<file path="src/rtl/melody_pkg.sv">
package melody_pkg;

    typedef enum logic [1:0] {
        ST_IDLE = 2'd0,
        ST_LOAD = 2'd1,
        ST_PLAY = 2'd2,
        ST_BUZZ = 2'd3
    } mel_state_e;

    localparam int LEN_W   = 6;
    localparam int TEMPO_W = 4;
    localparam int DIV_W   = 8;

    // Note word layout; the end flag sits in the top bit.
    typedef struct packed {
        logic             last;
        logic             rsvd;
        logic [LEN_W-1:0] len;
        logic [DIV_W-1:0] div;
    } note_t;

endpackage

</file>
<file path="src/rtl/mel_dur_timer.sv">
module mel_dur_timer
    import melody_pkg::*;
#(
    parameter int LEN_SHIFT = 6
) (
    input  logic               clk,
    input  logic               rst_n,
    input  logic               load_i,
    input  logic [LEN_W-1:0]   len_i,
    input  logic [TEMPO_W-1:0] tempo_i,
    output logic               expire_o
);

    localparam int CNT_W   = LEN_W + TEMPO_W + LEN_SHIFT;
    localparam int MAX_DUR = ((1 << LEN_W) - 1) * ((1 << TEMPO_W) - 1) * (1 << LEN_SHIFT);

    logic [CNT_W-1:0]   cnt_d, cnt_q;
    logic [CNT_W-1:0]   dur;
    logic [LEN_W-1:0]   len_eff;
    logic [TEMPO_W-1:0] tempo_eff;

    always_comb begin
        len_eff   = (len_i == '0) ? LEN_W'(1) : len_i;
        tempo_eff = (tempo_i == '0) ? TEMPO_W'(1) : tempo_i;
        dur       = (CNT_W'(len_eff) * (CNT_W'(1 << TEMPO_W) - CNT_W'(tempo_eff))) << LEN_SHIFT;
        cnt_d     = cnt_q;
        if (load_i) begin
            cnt_d = dur - CNT_W'(1);
        end else if (cnt_q != '0) begin
            cnt_d = cnt_q - CNT_W'(1);
        end
    end

    always_ff @(posedge clk or negedge rst_n) begin
        if (!rst_n) cnt_q <= '0;
        else        cnt_q <= cnt_d;
    end

    assign expire_o = (cnt_q == '0);

    // a loaded count never exceeds the longest legal note
    a_r5_count_bounded: assert property (@(posedge clk) disable iff (!rst_n)
        32'(cnt_q) <= 32'(MAX_DUR - 1));

endmodule

</file>
<file path="src/rtl/mel_tone_gen.sv">
module mel_tone_gen
    import melody_pkg::*;
(
    input  logic             clk,
    input  logic             rst_n,
    input  logic             en_i,
    input  logic             restart_i,
    input  logic [DIV_W-1:0] div_i,
    output logic             tone_o
);

    logic [DIV_W-1:0] phase_d, phase_q;
    logic [DIV_W-1:0] hi_len;

    always_comb begin
        hi_len  = div_i - (div_i >> 1);
        phase_d = phase_q;
        if (restart_i) begin
            phase_d = '0;
        end else if (en_i) begin
            phase_d = (phase_q == div_i - DIV_W'(1)) ? '0 : phase_q + DIV_W'(1);
        end
    end

    always_ff @(posedge clk or negedge rst_n) begin
        if (!rst_n) phase_q <= '0;
        else        phase_q <= phase_d;
    end

    assign tone_o = en_i && (div_i != '0) && (phase_q < hi_len);

    // phase stays inside the current period
    a_r3_phase_in_range: assert property (@(posedge clk) disable iff (!rst_n)
        (en_i && div_i != '0) |-> (phase_q < div_i));

endmodule

</file>
<file path="src/rtl/melody_seq.sv">
module melody_seq
    import melody_pkg::*;
#(
    parameter int ADDR_W    = 8,
    parameter int LEN_SHIFT = 6,
    parameter int BUZZ_DIV  = 8
) (
    input  logic               clk,
    input  logic               rst_n,
    input  logic               run_i,
    input  logic               buzz_i,
    input  logic [TEMPO_W-1:0] tempo_i,
    input  logic [ADDR_W-1:0]  start_addr_i,
    output logic [ADDR_W-1:0]  rom_addr_o,
    input  logic [15:0]        rom_data_i,
    output logic               tone_o,
    output logic               end_irq_o
);

    typedef struct packed {
        mel_state_e        st;
        logic              run;
        logic [ADDR_W-1:0] ptr;
        note_t             note;
        logic              irq;
    } seq_t;

    seq_t             s_d, s_q;
    note_t            fetched;
    logic             start;
    logic             load;
    logic             restart;
    logic             expire;
    logic             gen_en;
    logic [DIV_W-1:0] div_sel;

    always_comb begin
        fetched = note_t'(rom_data_i);
        start   = run_i && !s_q.run;
        s_d     = s_q;
        s_d.run = run_i;
        s_d.irq = 1'b0;
        load    = 1'b0;
        restart = 1'b0;
        unique case (s_q.st)
            ST_IDLE: begin
                if (start) begin
                    if (buzz_i) begin
                        s_d.st  = ST_BUZZ;
                        restart = 1'b1;
                    end else begin
                        s_d.st  = ST_LOAD;
                        s_d.ptr = start_addr_i;
                    end
                end
            end
            ST_LOAD: begin
                if (!run_i) begin
                    s_d.st = ST_IDLE;
                end else begin
                    s_d.note = fetched;
                    s_d.ptr  = s_q.ptr + ADDR_W'(1);
                    s_d.st   = ST_PLAY;
                    load     = 1'b1;
                    restart  = 1'b1;
                end
            end
            ST_PLAY: begin
                if (!run_i) begin
                    s_d.st = ST_IDLE;
                end else if (expire) begin
                    if (s_q.note.last) begin
                        s_d.st  = ST_IDLE;
                        s_d.irq = 1'b1;
                    end else begin
                        s_d.note = fetched;
                        s_d.ptr  = s_q.ptr + ADDR_W'(1);
                        load     = 1'b1;
                        restart  = 1'b1;
                    end
                end
            end
            ST_BUZZ: begin
                if (!run_i) s_d.st = ST_IDLE;
            end
            default: s_d.st = ST_IDLE;
        endcase
    end

    always_ff @(posedge clk or negedge rst_n) begin
        if (!rst_n) begin
            s_q <= '{st: ST_IDLE, run: 1'b0, ptr: '0, note: '0, irq: 1'b0};
        end else begin
            s_q <= s_d;
        end
    end

    assign gen_en     = (s_q.st == ST_PLAY) || (s_q.st == ST_BUZZ);
    assign div_sel    = (s_q.st == ST_BUZZ) ? DIV_W'(BUZZ_DIV) : s_q.note.div;
    assign rom_addr_o = s_q.ptr;
    assign end_irq_o  = s_q.irq;

    mel_dur_timer #(.LEN_SHIFT(LEN_SHIFT)) u_timer (
        .clk      (clk),
        .rst_n    (rst_n),
        .load_i   (load),
        .len_i    (fetched.len),
        .tempo_i  (tempo_i),
        .expire_o (expire)
    );

    mel_tone_gen u_tone (
        .clk       (clk),
        .rst_n     (rst_n),
        .en_i      (gen_en),
        .restart_i (restart),
        .div_i     (div_sel),
        .tone_o    (tone_o)
    );

    // the end interrupt is a single-cycle pulse
    a_r8_irq_one_cycle: assert property (@(posedge clk) disable iff (!rst_n)
        end_irq_o |=> !end_irq_o);

    // the end interrupt only follows playback
    a_r8_irq_after_play: assert property (@(posedge clk) disable iff (!rst_n)
        end_irq_o |-> ($past(s_q.st) == ST_PLAY));

    // a low run control silences pin and interrupt in the next cycle
    a_r9_stop_quiet: assert property (@(posedge clk) disable iff (!rst_n)
        !run_i |=> (!tone_o && !end_irq_o));

    // buzzer mode never moves the ROM pointer and never interrupts
    a_r10_buzz_no_fetch: assert property (@(posedge clk) disable iff (!rst_n)
        (s_q.st == ST_BUZZ && run_i) |=> ($stable(rom_addr_o) && !end_irq_o));

endmodule

</file>
<file path="config.mk">
export PLATFORM = sky130hd
export DESIGN_NAME = melody_seq
export DESIGN_NICKNAME = d
export VERILOG_FILES = /design/src/rtl/melody_pkg.sv /design/src/rtl/mel_dur_timer.sv /design/src/rtl/mel_tone_gen.sv /design/src/rtl/melody_seq.sv
export SDC_FILE = /design/constraint.sdc
export NUM_CORES = 1
export LEC_CHECK = 0
export ABC_AREA = 0
export BUFFER_PORTS_ARGS = -buffer_cell sky130_fd_sc_hd__buf_2
export CAP_MARGIN = 10
export CORE_AREA = 4 4 90 92
export DETAILED_ROUTE_END_ITERATION = 10
export DIE_AREA = 0 0 94 96
export PLACE_DENSITY = 0.8
export SLEW_MARGIN = 20
export SYNTH_ARGS = -nofsm -noshare
export SYNTH_HDL_FRONTEND = slang
export SYNTH_SLANG_ARGS = --single-unit
</file>
<file path="constraint.sdc">
create_clock -name clk -period 4.7 [get_ports clk]
set_clock_uncertainty 0.1 [all_clocks]
set_input_delay 0.94 -clock clk [delete_from_list [all_inputs] [get_ports clk]]
set_output_delay 0.94 -clock clk [all_outputs]
set_load 0.05 [all_outputs]
</file>
[After elaboration in Yosys (flattened, before gate mapping)]
Index checks and enable logic that the tools add are counted.
W data, S select, Z words.
Storage, ports and cells
  register bits after elaboration: 45
  input port bits: 32
  logic and storage cells: 83
Cells by class
  add/subtract/negate cells: 7
  $mul: 1
  magnitude comparators: 1
  eq/ne operators: 13
  multiplexer cells: 34
  reductions and logical operators: 19
Operators by type and width (number)
  $mux W25: 2
  $mux W24: 2
  $mux W8: 6
  $mux W16: 2
  $pmux W16 S2: 1
  $sub A16 B1 Y16 const B: 2
  $pmux W8 S3: 1
  $add A8 B1 Y8 const B: 2
  $logic_not A16 Y1: 1
  $mul A6 B16 Y10: 1
  $reduce_bool A16 Y1: 1
  $mux W2: 7
  $ne A2 B2 Y1 const B: 7
  $eq A8 B8 Y1: 1
  $lt A8 B8 Y1: 1
  $mux W1: 8
  $pmux W2 S4: 1
  $reduce_and A4 Y1: 2
  $reduce_bool A8 Y1: 1
  $sub A8 B1 Y8 const B: 1
  $sub A8 B7 Y8: 1
  $reduce_and A7 Y1: 1
  $logic_not A6 Y1: 1
  $mux W6: 1
  other kinds (15): 21

[Logic depth before layout (Yosys ltp)]
Gate-level depths: netlist of the first run.
  word-level depth: 7
  mapped depth: 18
  mapped depth without buffers: 18

[Hierarchy]
From an unflattened synthesis of the first run, not the netlist that was laid out.
Unflattened totals
  cells, all modules: 514
  area total of the unflattened synthesis: 4703.3 um^2
By module, submodules not included
  mel_dur_timer: times used 1, cells an instance 230, area each 2042.0 um^2, sequential area each 400.4 um^2
  melody_seq: times used 1, cells an instance 141, area each 1416.4 um^2, sequential area each 525.5 um^2
  mel_tone_gen: times used 1, cells an instance 143, area each 1244.9 um^2, sequential area each 200.2 um^2

[Least setup slack after synthesis of the first run]
No wires, ideal clock.
  path type: input to register
  start point: input tempo_i[1]
  end point: register u_timer.cnt_q[14]
  library setup time: 130 ps
  data arrival time: 4798 ps
  required time: 4470 ps
  path slack: -328 ps
  stages: 17
  cells stage by stage: nor3_1 > nor2_1 > ha_1 > nor3b_1 > nor2b_1 > fa_1 > ha_1 > fa_1 > inv_1 > fa_1 > nand2b_1 > a21oi_1 > xor2_1 > nor3_1 > and3_1 > nor3_1 > a31oi_1
Between the ends
  longest elaborated chain between the ends: 6
RTL lines
  start, declared: RTL line melody_seq.sv:12  | input logic [TEMPO_W-1:0] tempo_i,
  $logic_not A4 Y1: RTL line mel_dur_timer.sv:24  | tempo_eff = (tempo_i == '0) ? TEMPO_W'(1) : tempo_i;
  $mux W4 *: RTL line mel_dur_timer.sv:24
  $sub A5 B4 Y6 *: RTL line mel_dur_timer.sv:25  | dur = (CNT_W'(len_eff) * (CNT_W'(1 << TEMPO_W) - CNT_W'(tempo_eff))) << LEN_SHIFT;
  $mul A6 B16 Y10 *: RTL line mel_dur_timer.sv:25
  $sub A16 B1 Y16 *: RTL line mel_dur_timer.sv:28  | cnt_d = dur - CNT_W'(1);
  $mux W16 *: RTL line mel_dur_timer.sv:27  | if (load_i) begin
  end signal, assigned: RTL line mel_dur_timer.sv:36  | else cnt_q <= cnt_d;
  end, declared: RTL line mel_dur_timer.sv:17  | logic [CNT_W-1:0] cnt_d, cnt_q;
Every way passes the cells marked *; elsewhere a longest branch is shown, timed or not.
A chain may end at the register's enable or synchronous reset.

[Worst setup path in the final report of the first run]
  start point: input tempo_i[2]
  end point: register u_timer.cnt_q[15]
Same word-level chain as after synthesis.

==> results of run 1 <==
==> synthesized netlist by cell type, drive strengths merged, types with 12 or more instances <==
cell | count | area share [%]
buf | 16 | 2.7
o21ai | 41 | 4.8
nor3 | 17 | 1.9
nand3 | 16 | 1.8
nand2 | 41 | 3.5
and2 | 14 | 2.0
xnor2 | 29 | 5.8
inv | 41 | 3.5
xor2 | 16 | 3.2
mux2 | 12 | 3.1
ha | 53 | 15
nor2 | 38 | 3.3
fa | 13 | 5.9
a21oi | 26 | 3.0
dfrtp | 45 | 26
nand2b | 12 | 1.7
nor2b | 18 | 2.6
==> worst max path at each step <==
stage	start	endpoint	slack, ps	cells after the start
4_1_cts	tempo_i[1]	u_timer.cnt_q[15]$_DFFE_PN0P_	8	19
3_3_place_gp	tempo_i[1]	u_timer.cnt_q[14]$_DFFE_PN0P_	-330	18
5_1_grt	tempo_i[2]	u_timer.cnt_q[14]$_DFFE_PN0P_	-80	18
3_5_place_dp	tempo_i[1]	u_timer.cnt_q[15]$_DFFE_PN0P_	-470	18
6_report	tempo_i[2]	u_timer.cnt_q[15]$_DFFE_PN0P_	60	19
2_1_floorplan	s_q[26]$_DFFE_PN0P_	tone_o	10	15
==> cell type report <==
type / instances / area [µm²] / share of cell area, %
Sequential cell: 45 / 1130 / 21.6
Inverter: 42 / 158 / 3.03
Timing Repair Buffer: 66 / 428 / 8.22
Clock buffer: 6 / 82.6 / 1.59
Multi-Input combinational cell: 403 / 3270 / 62.8
Clock inverter: 2 / 17.5 / 0.337
Tap cell: 99 / 124 / 2.38
==> power by group <==
group / switching (mW) / internal, mW
combinational: 1.47 / 1.16
clock: 0.147 / 0.122
sequential: 0.187 / 0.557
total: 1.80 / 1.84
==> cells by family after synthesis <==
| group | Yosys count | synth area share [%] |
|---|---|---|
| simple gates | 189 | 22.4 |
| compound gates | 91 | 12.2 |
| fa+ha+maj | 66 | 21.1 |
| buf+inv | 59 | 6.44 |
| xor+xnor | 45 | 9.01 |
| flops | 45 | 25.7 |
| mux | 12 | 3.09 |
==> state kept, by name, summed over array words and instances, names as in the netlist <==
register	cells
u_timer.cnt_q	16
end_irq_o	1
rom_addr_o	8
u_tone.phase_q	8
s_q	12
==> timing repair <==
| action | in CTS | in global routing |
|---|---|---|
| buffers inserted | 2 | 6 |
| setup endpoints to repair | 4 | 4 |
| hold buffers | 0 | 0 |
| gates resized for setup | 10 | 48 |
| pin swaps | 4 | 44 |
| endpoints found under the hold margin | 0 | 0 |
==> cell usage in the layout (no fill, tap or decap), types with 6 or more instances in the layout <==
| cell type | n |
|---|---|
| a21oi_1 | 22 |
| and2_1 | 11 |
| and3_1 | 6 |
| buf_2 | 36 |
| buf_4 | 25 |
| clkbuf_8 | 6 |
| dfrtp_1 | 45 |
| fa_1 | 11 |
| ha_1 | 43 |
| ha_4 | 9 |
| inv_1 | 37 |
| mux2_2 | 12 |
| nand2_1 | 40 |
| nand2b_1 | 10 |
| nand3_1 | 13 |
| nor2_1 | 35 |
| nor2b_1 | 18 |
| nor3_1 | 14 |
| o21ai_0 | 30 |
| o21ai_1 | 9 |
| xnor2_1 | 28 |
| xor2_1 | 14 |
==> worst reg2reg max path: cells and delay by family (launching register included) <==
family / cells / cell delay (ps)
AOI/OAI and AO/OA: 4 / 1350
xor gates and xnor gates: 1 / 180
adders and majority gates: 2 / 400
buffers and inverters: 2 / 200
DFF: 1 / 420
and+or+nand+nor: 2 / 550
==> routing by layer <==
layer / part of all wire, % / global-route usage (%)
met2: 54 / 39.4
met1: 42 / 26.0
met5: 0 / 0
met4: 1.0 / 5.66
met3: 3.5 / 2.66
==> summary.txt, run 1 <==
STA
  • Achievable Freq: 216 MHz
  • RSZ-0062 raised after global routing: yes
  • Worst-Margin Slew: 937 ps
  • Final TNS setup: 0 ps
  • Final setup viols: 0
  • Hold Violations, Final: 0
  • Slew margin rel.: 37.1%
  • Final period util: 98.7%
  • Slew Limit Fails: 0
  • Worst hold slack: 417 ps
  • Min Tclk post-route: 4640 ps
  • Final setup margin: 59.7 ps

Placement
  • Post-DP Area: 4760 µm²
  • Placed Cells: 647
  • HPWL after DPL: 7.09 mm
  • Gpl congestion: 0.868
  • Pre-CTS setup slack: -469 ps
  • Port buffer count: 40

Power
  • Peak supply drop: 0.298 mV
  • Power per cell area: 699 nW/µm²
  • Total power: 3.64 mW
  • Lkg Pwr: 2.38 nW

Finish
  • Finished Cell Area: 5200 µm²
  • FILL cells: 543
  • Area grow syn2layout: 19.0%
  • Final #Nets: 661
  • Non-filler instance count after layout: 663
  • ANT cells: 0
  • Fin util: 72.1%
  • Layout cell share with drive strength beyond 1: 24.5%

Drt
  • DR pass1 iterations: 5
  • Vias per cell: 5.54
  • Remaining antenna violation count: 0
  • DRT iter0 DRCs: 192
  • Final WL: 9.78 mm
  • Via Count: 3675
  • DRC viols: 0
  • Routed len/inst: 14.7 µm

Floorplan
  • Chip width: 94 µm
  • Total core area: 7210 µm²
  • Die Height: 96 µm
  • # rows: 31
  • Die area: 9020 µm²
  • Starting Density: 60.6%
  • IO Pins: 42

Clock tree
  • CTS root buffer: clkbuf_8
  • Buffers from clock root to sink, at most: 2
  • Clock sink total: 45
  • CTS tree: done
  • CTS Buf Count: 5
  • Clock latency at the later pin of the worst-skew pair: 310 ps
  • Clk slew on worst S/H paths: 100 ps
  • CTS HTree Levels: 2

GRT
  • First-pass GRT wire length: 15.6 mm
  • Initial antenna violation count: 0
  • Largest net degree at the start of global routing: 46
  • Vias in the first global route: 3580
  • Gr usage total: 21.3%
  • Global route overflow: 0

Run status
  • Outcome: completed

Setup path
  • Worst path arrival time: 4710 ps
  • Top delay family on crit path: adder cells
  • Worst R2R Path Depth: 11
  • CP max stage cell: fa_1
  • Critical path peak fanout: 6
  • Reg-to-reg slack, setup: 1380 ps
  • Slowest Stage Delay on Critical Path: 530 ps
  • Worst setup SP type: primary input
  • Crit path top cell by count: fa_1
  • Worst path required time: 4770 ps
  • Critical path buffers and inverters: 3
  • RR Endpoint: u_tone.phase_q[7]$_DFFE_PN0P_
  • WS Path Type: in -> reg
  • Crit end category: flop
  • Worst-path cell chain: buf_8, nor3_4, nor2_2, ha_4, xnor2_4, nand2_2, fa_1, fa_1, fa_1, inv_2, ha_4, buf_6, o21ai_2, o21bai_1, a21oi_2, xor2_1, nand3_1, xnor2_1, o21ai_1
  • Critical R2R Launch: s_q[27]$_DFFE_PN0P_

Logic synthesis
  • Post-synth EDFFs: 0
  • Cell variety after synth: 50
  • Average cell area after synthesis: 8.63 µm²
  • Asr flop ratio synth: 100%
  • Sequential fraction of the synthesis area: 25.7%
  • Gate Count Post-Synth: 507
  • Syn Nets: 605
  • Synth Flop Type: dfrtp_1
  • Yosys warns: 0
  • Seq cells post-synth: 45
  • Post-Syn Area: 4370 µm²

Hold path
  • WHS Path Cells: 1
  • Hold EP: s_q[6]$_DFFE_PN0P_
  • Hold path startpoint: s_q[6]$_DFFE_PN0P_
  • Hold WC Path Type: reg -> reg

Run
  • Max cap viols: 0
Power figures use the tool's default switching activity.
==> run 2: changes to the inputs <==
Settings changed: CORE_AREA 4 4 90 92 to 4 4 95 97, DIE_AREA 0 0 94 96 to 0 0 99 101, PLACE_DENSITY 0.8 to 0.76.
Clock period 4.7 ns to 3.85 ns, I/O delays scaled along.
==> summary.txt, run 2 (same netlist as run 1, synthesis figures left out) <==
Run status
  • Outcome: finished, violations left
  • Failing checks: setup timing

Clock tree
  • Buffers from clock root to sink, at most: 2 (unchanged)
  • Clock sink total: 45 (unchanged)
  • CTS root buffer: clkbuf_8
  • Clk slew on worst S/H paths: 100 ps (about the same)
  • CTS tree: done
  • Clock latency at the later pin of the worst-skew pair: 310 ps (about the same)
  • CTS HTree Levels: 2 (unchanged)
  • Post-CTS Hold Fix Bufs: 0 (unchanged)
  • CTS Buf Count: 5 (unchanged)

Setup path
  • Crit end category: flop
  • Worst path arrival time: 4490 ps (-220 ps)
  • Worst-path cell chain: buf_8, nor3_4, nor2_4, ha_4, xnor2_4, nand2_2, fa_1, fa_1, fa_1, inv_2, ha_4, nor2_2, nor2_1, xor2_1, buf_4, nor4_4, xor2_1, nor2_1, a21oi_1
  • WS Path Type: in -> reg
  • Slowest Stage Delay on Critical Path: 530 ps (about the same)
  • Critical path peak fanout: 6 (unchanged)
  • Crit path top cell by count: fa_1
  • Worst path required time: 3900 ps (-870 ps)
  • Worst setup SP type: primary input
  • CP max stage cell: fa_1

GRT
  • Vias in the first global route: 3959 (+11%)
  • Global route overflow: 0 (unchanged)
  • GR peak layer: met2
  • Met3 GRT Util: 3.67% (+1.0 points)
  • First-pass GRT wire length: 18.1 mm (+16%)
  • Largest net degree at the start of global routing: 46 (unchanged)
  • Met1 Usage GRT: 26.9% (+0.91 points)
  • Initial antenna violation count: 0 (unchanged)
  • Gr usage total: 21.8% (+0.52 points)
  • Grt met2 use: 39.5% (about the same)

STA
  • Slew Limit Fails: 0 (unchanged)
  • Worst-Margin Slew: 855 ps (-82.4 ps)
  • Worst hold slack: 343 ps (-74.5 ps)
  • RSZ-0062 raised after global routing: yes
  • Slew margin rel.: 43.0% (+5.9 points)
  • Achievable Freq: 225 MHz
  • Min Tclk post-route: 4440 ps
  • Final period util: 115%
  • Final setup viols: 7 (+7)
  • Final setup margin: -588 ps (-648 ps)
  • Hold Violations, Final: 0 (unchanged)

Finish
  • ANT cells: 0 (unchanged)
  • Max reg flops: 16 (unchanged)
  • FILL cells: 618 (+14%)
  • Top reg by flops: u_timer.cnt_q
  • Most frequent cells in the layout: buf_4, ha_1, dfrtp_1, nand2_1, buf_2
  • Area grow syn2layout: 26.7%
  • Top Registers: u_timer.cnt_q x16, s_q x12
  • Multi-input logic area: 3300 µm² (+0.84%)
  • Final #Nets: 697 (+5.4%)
  • Fin util: 68.1% (-4.0 points)
  • Seq. cell area: 1130 µm² (unchanged)
  • Layout cell share with drive strength beyond 1: 30.5% (+6.0 points)
  • Most common cell after layout, fill and taps aside: buf_4

Hold path
  • Hold WC Path Type: in -> async

Placement
  • HPWL after DPL: 7.98 mm (+13%)
  • Gpl congestion: 0.846 (-2.6%)
  • Port buffer count: 40 (unchanged)

Floorplan
  • Chip width: 99 µm (+5.3%)
  • Total core area: 8130 µm² (+13%)
  • Starting Density: 53.8% (-6.9 points)
  • # rows: 33 (+6.5%)
  • Die Height: 101 µm (+5.2%)
  • Die area: 10000 µm² (+11%)
  • IO Pins: 42 (unchanged)

Drt
  • DR pass1 iterations: 5 (unchanged)
  • DRT iter0 DRCs: 259 (+35%)
  • Via Count: 3858 (+5.0%)
  • Vias per cell: 5.47 (-1.3%)
  • Final WL: 10.4 mm (+6.6%)
  • Routed len/inst: 14.8 µm (+0.25%)
  • Remaining antenna violation count: 0 (unchanged)
  • DRC viols: 0 (unchanged)

Power
  • Peak supply drop: 0.479 mV (+61%)
  • Lkg Pwr: 2.59 nW (+9.0%)
  • Power per cell area: 882 nW/µm² (+26%)

Run
  • Max cap viols: 0 (unchanged)
-- run 2: critical path: cells and delay by family --
family                     cells  cell delay, ps
AOI/OAI and AO/OA              1              50
xor gates and xnor gates       3             660
adders and majority gates      5            1960
buffers and inverters          3             330
and+or+nand+nor                7             710
-- run 2: final cells by class --
class	count	share of cell area [%]
clock buffers	5	1.24
clock inverters	3	0.880
inverters	42	2.89
multi-input cells	403	59.5
flip-flops and latches	45	20.3
well taps	105	2.37
repair buffers	102	12.8
-- run 2: worst paths after layout --
path / endpoint / slack, ps / depth (start not counted) / start
min in group clk: s_q[8]$_DFFE_PN0P_ / 420 / 1 / s_q[8]$_DFFE_PN0P_
min reg2reg: s_q[8]$_DFFE_PN0P_ / 420 / 1 / s_q[8]$_DFFE_PN0P_
min: rom_addr_o[5]$_DFFE_PN0P_ / 340 / 1 / rst_n
max reg2reg: u_tone.phase_q[7]$_DFFE_PN0P_ / 720 / 14 / s_q[26]$_DFFE_PN0P_
max in group asynchronous: s_q[1]$_DFFE_PN0P_ / 2890 / 1 / rst_n
max: u_timer.cnt_q[13]$_DFFE_PN0P_ / -590 / 19 / tempo_i[1]
-- run 2: power breakdown --
group | switching [mW] | internal, mW
registers | 0.232 | 0.681
logic | 1.90 | 1.70
clock network | 0.178 | 0.198
-- run 2: timing repair --
item | CTS | global route
setup endpoints to repair | 7 | 7
pin swaps | 14 | 24
resized for setup | 26 | 19
endpoints found under the hold margin | 0 | 0
buffers inserted | 7 | 4
-- run 2: layer usage --
layer / routed length, µm / part of all wire, %
met1: 4470 / 43
met2: 5360 / 51
met3: 378 / 3.6
met4: 208 / 2.0
met5: 0 / 0
-- run 2: metrics by stage --
step                      worst slack (ps)  TNS (ps)  cells  power (mW)  instance area [µm²]
after floorplan                       -599     -2280    507        3.30                 4540
after global placement                -864     -4360    687        4.07                 5150
after detailed placement             -1070     -5320    687        4.22                 5150
after CTS                             -499     -2530    702        4.75                 5450
after global routing                  -768     -4040    705        5.35                 5540
final                                 -588     -2880    705        4.89                 5540
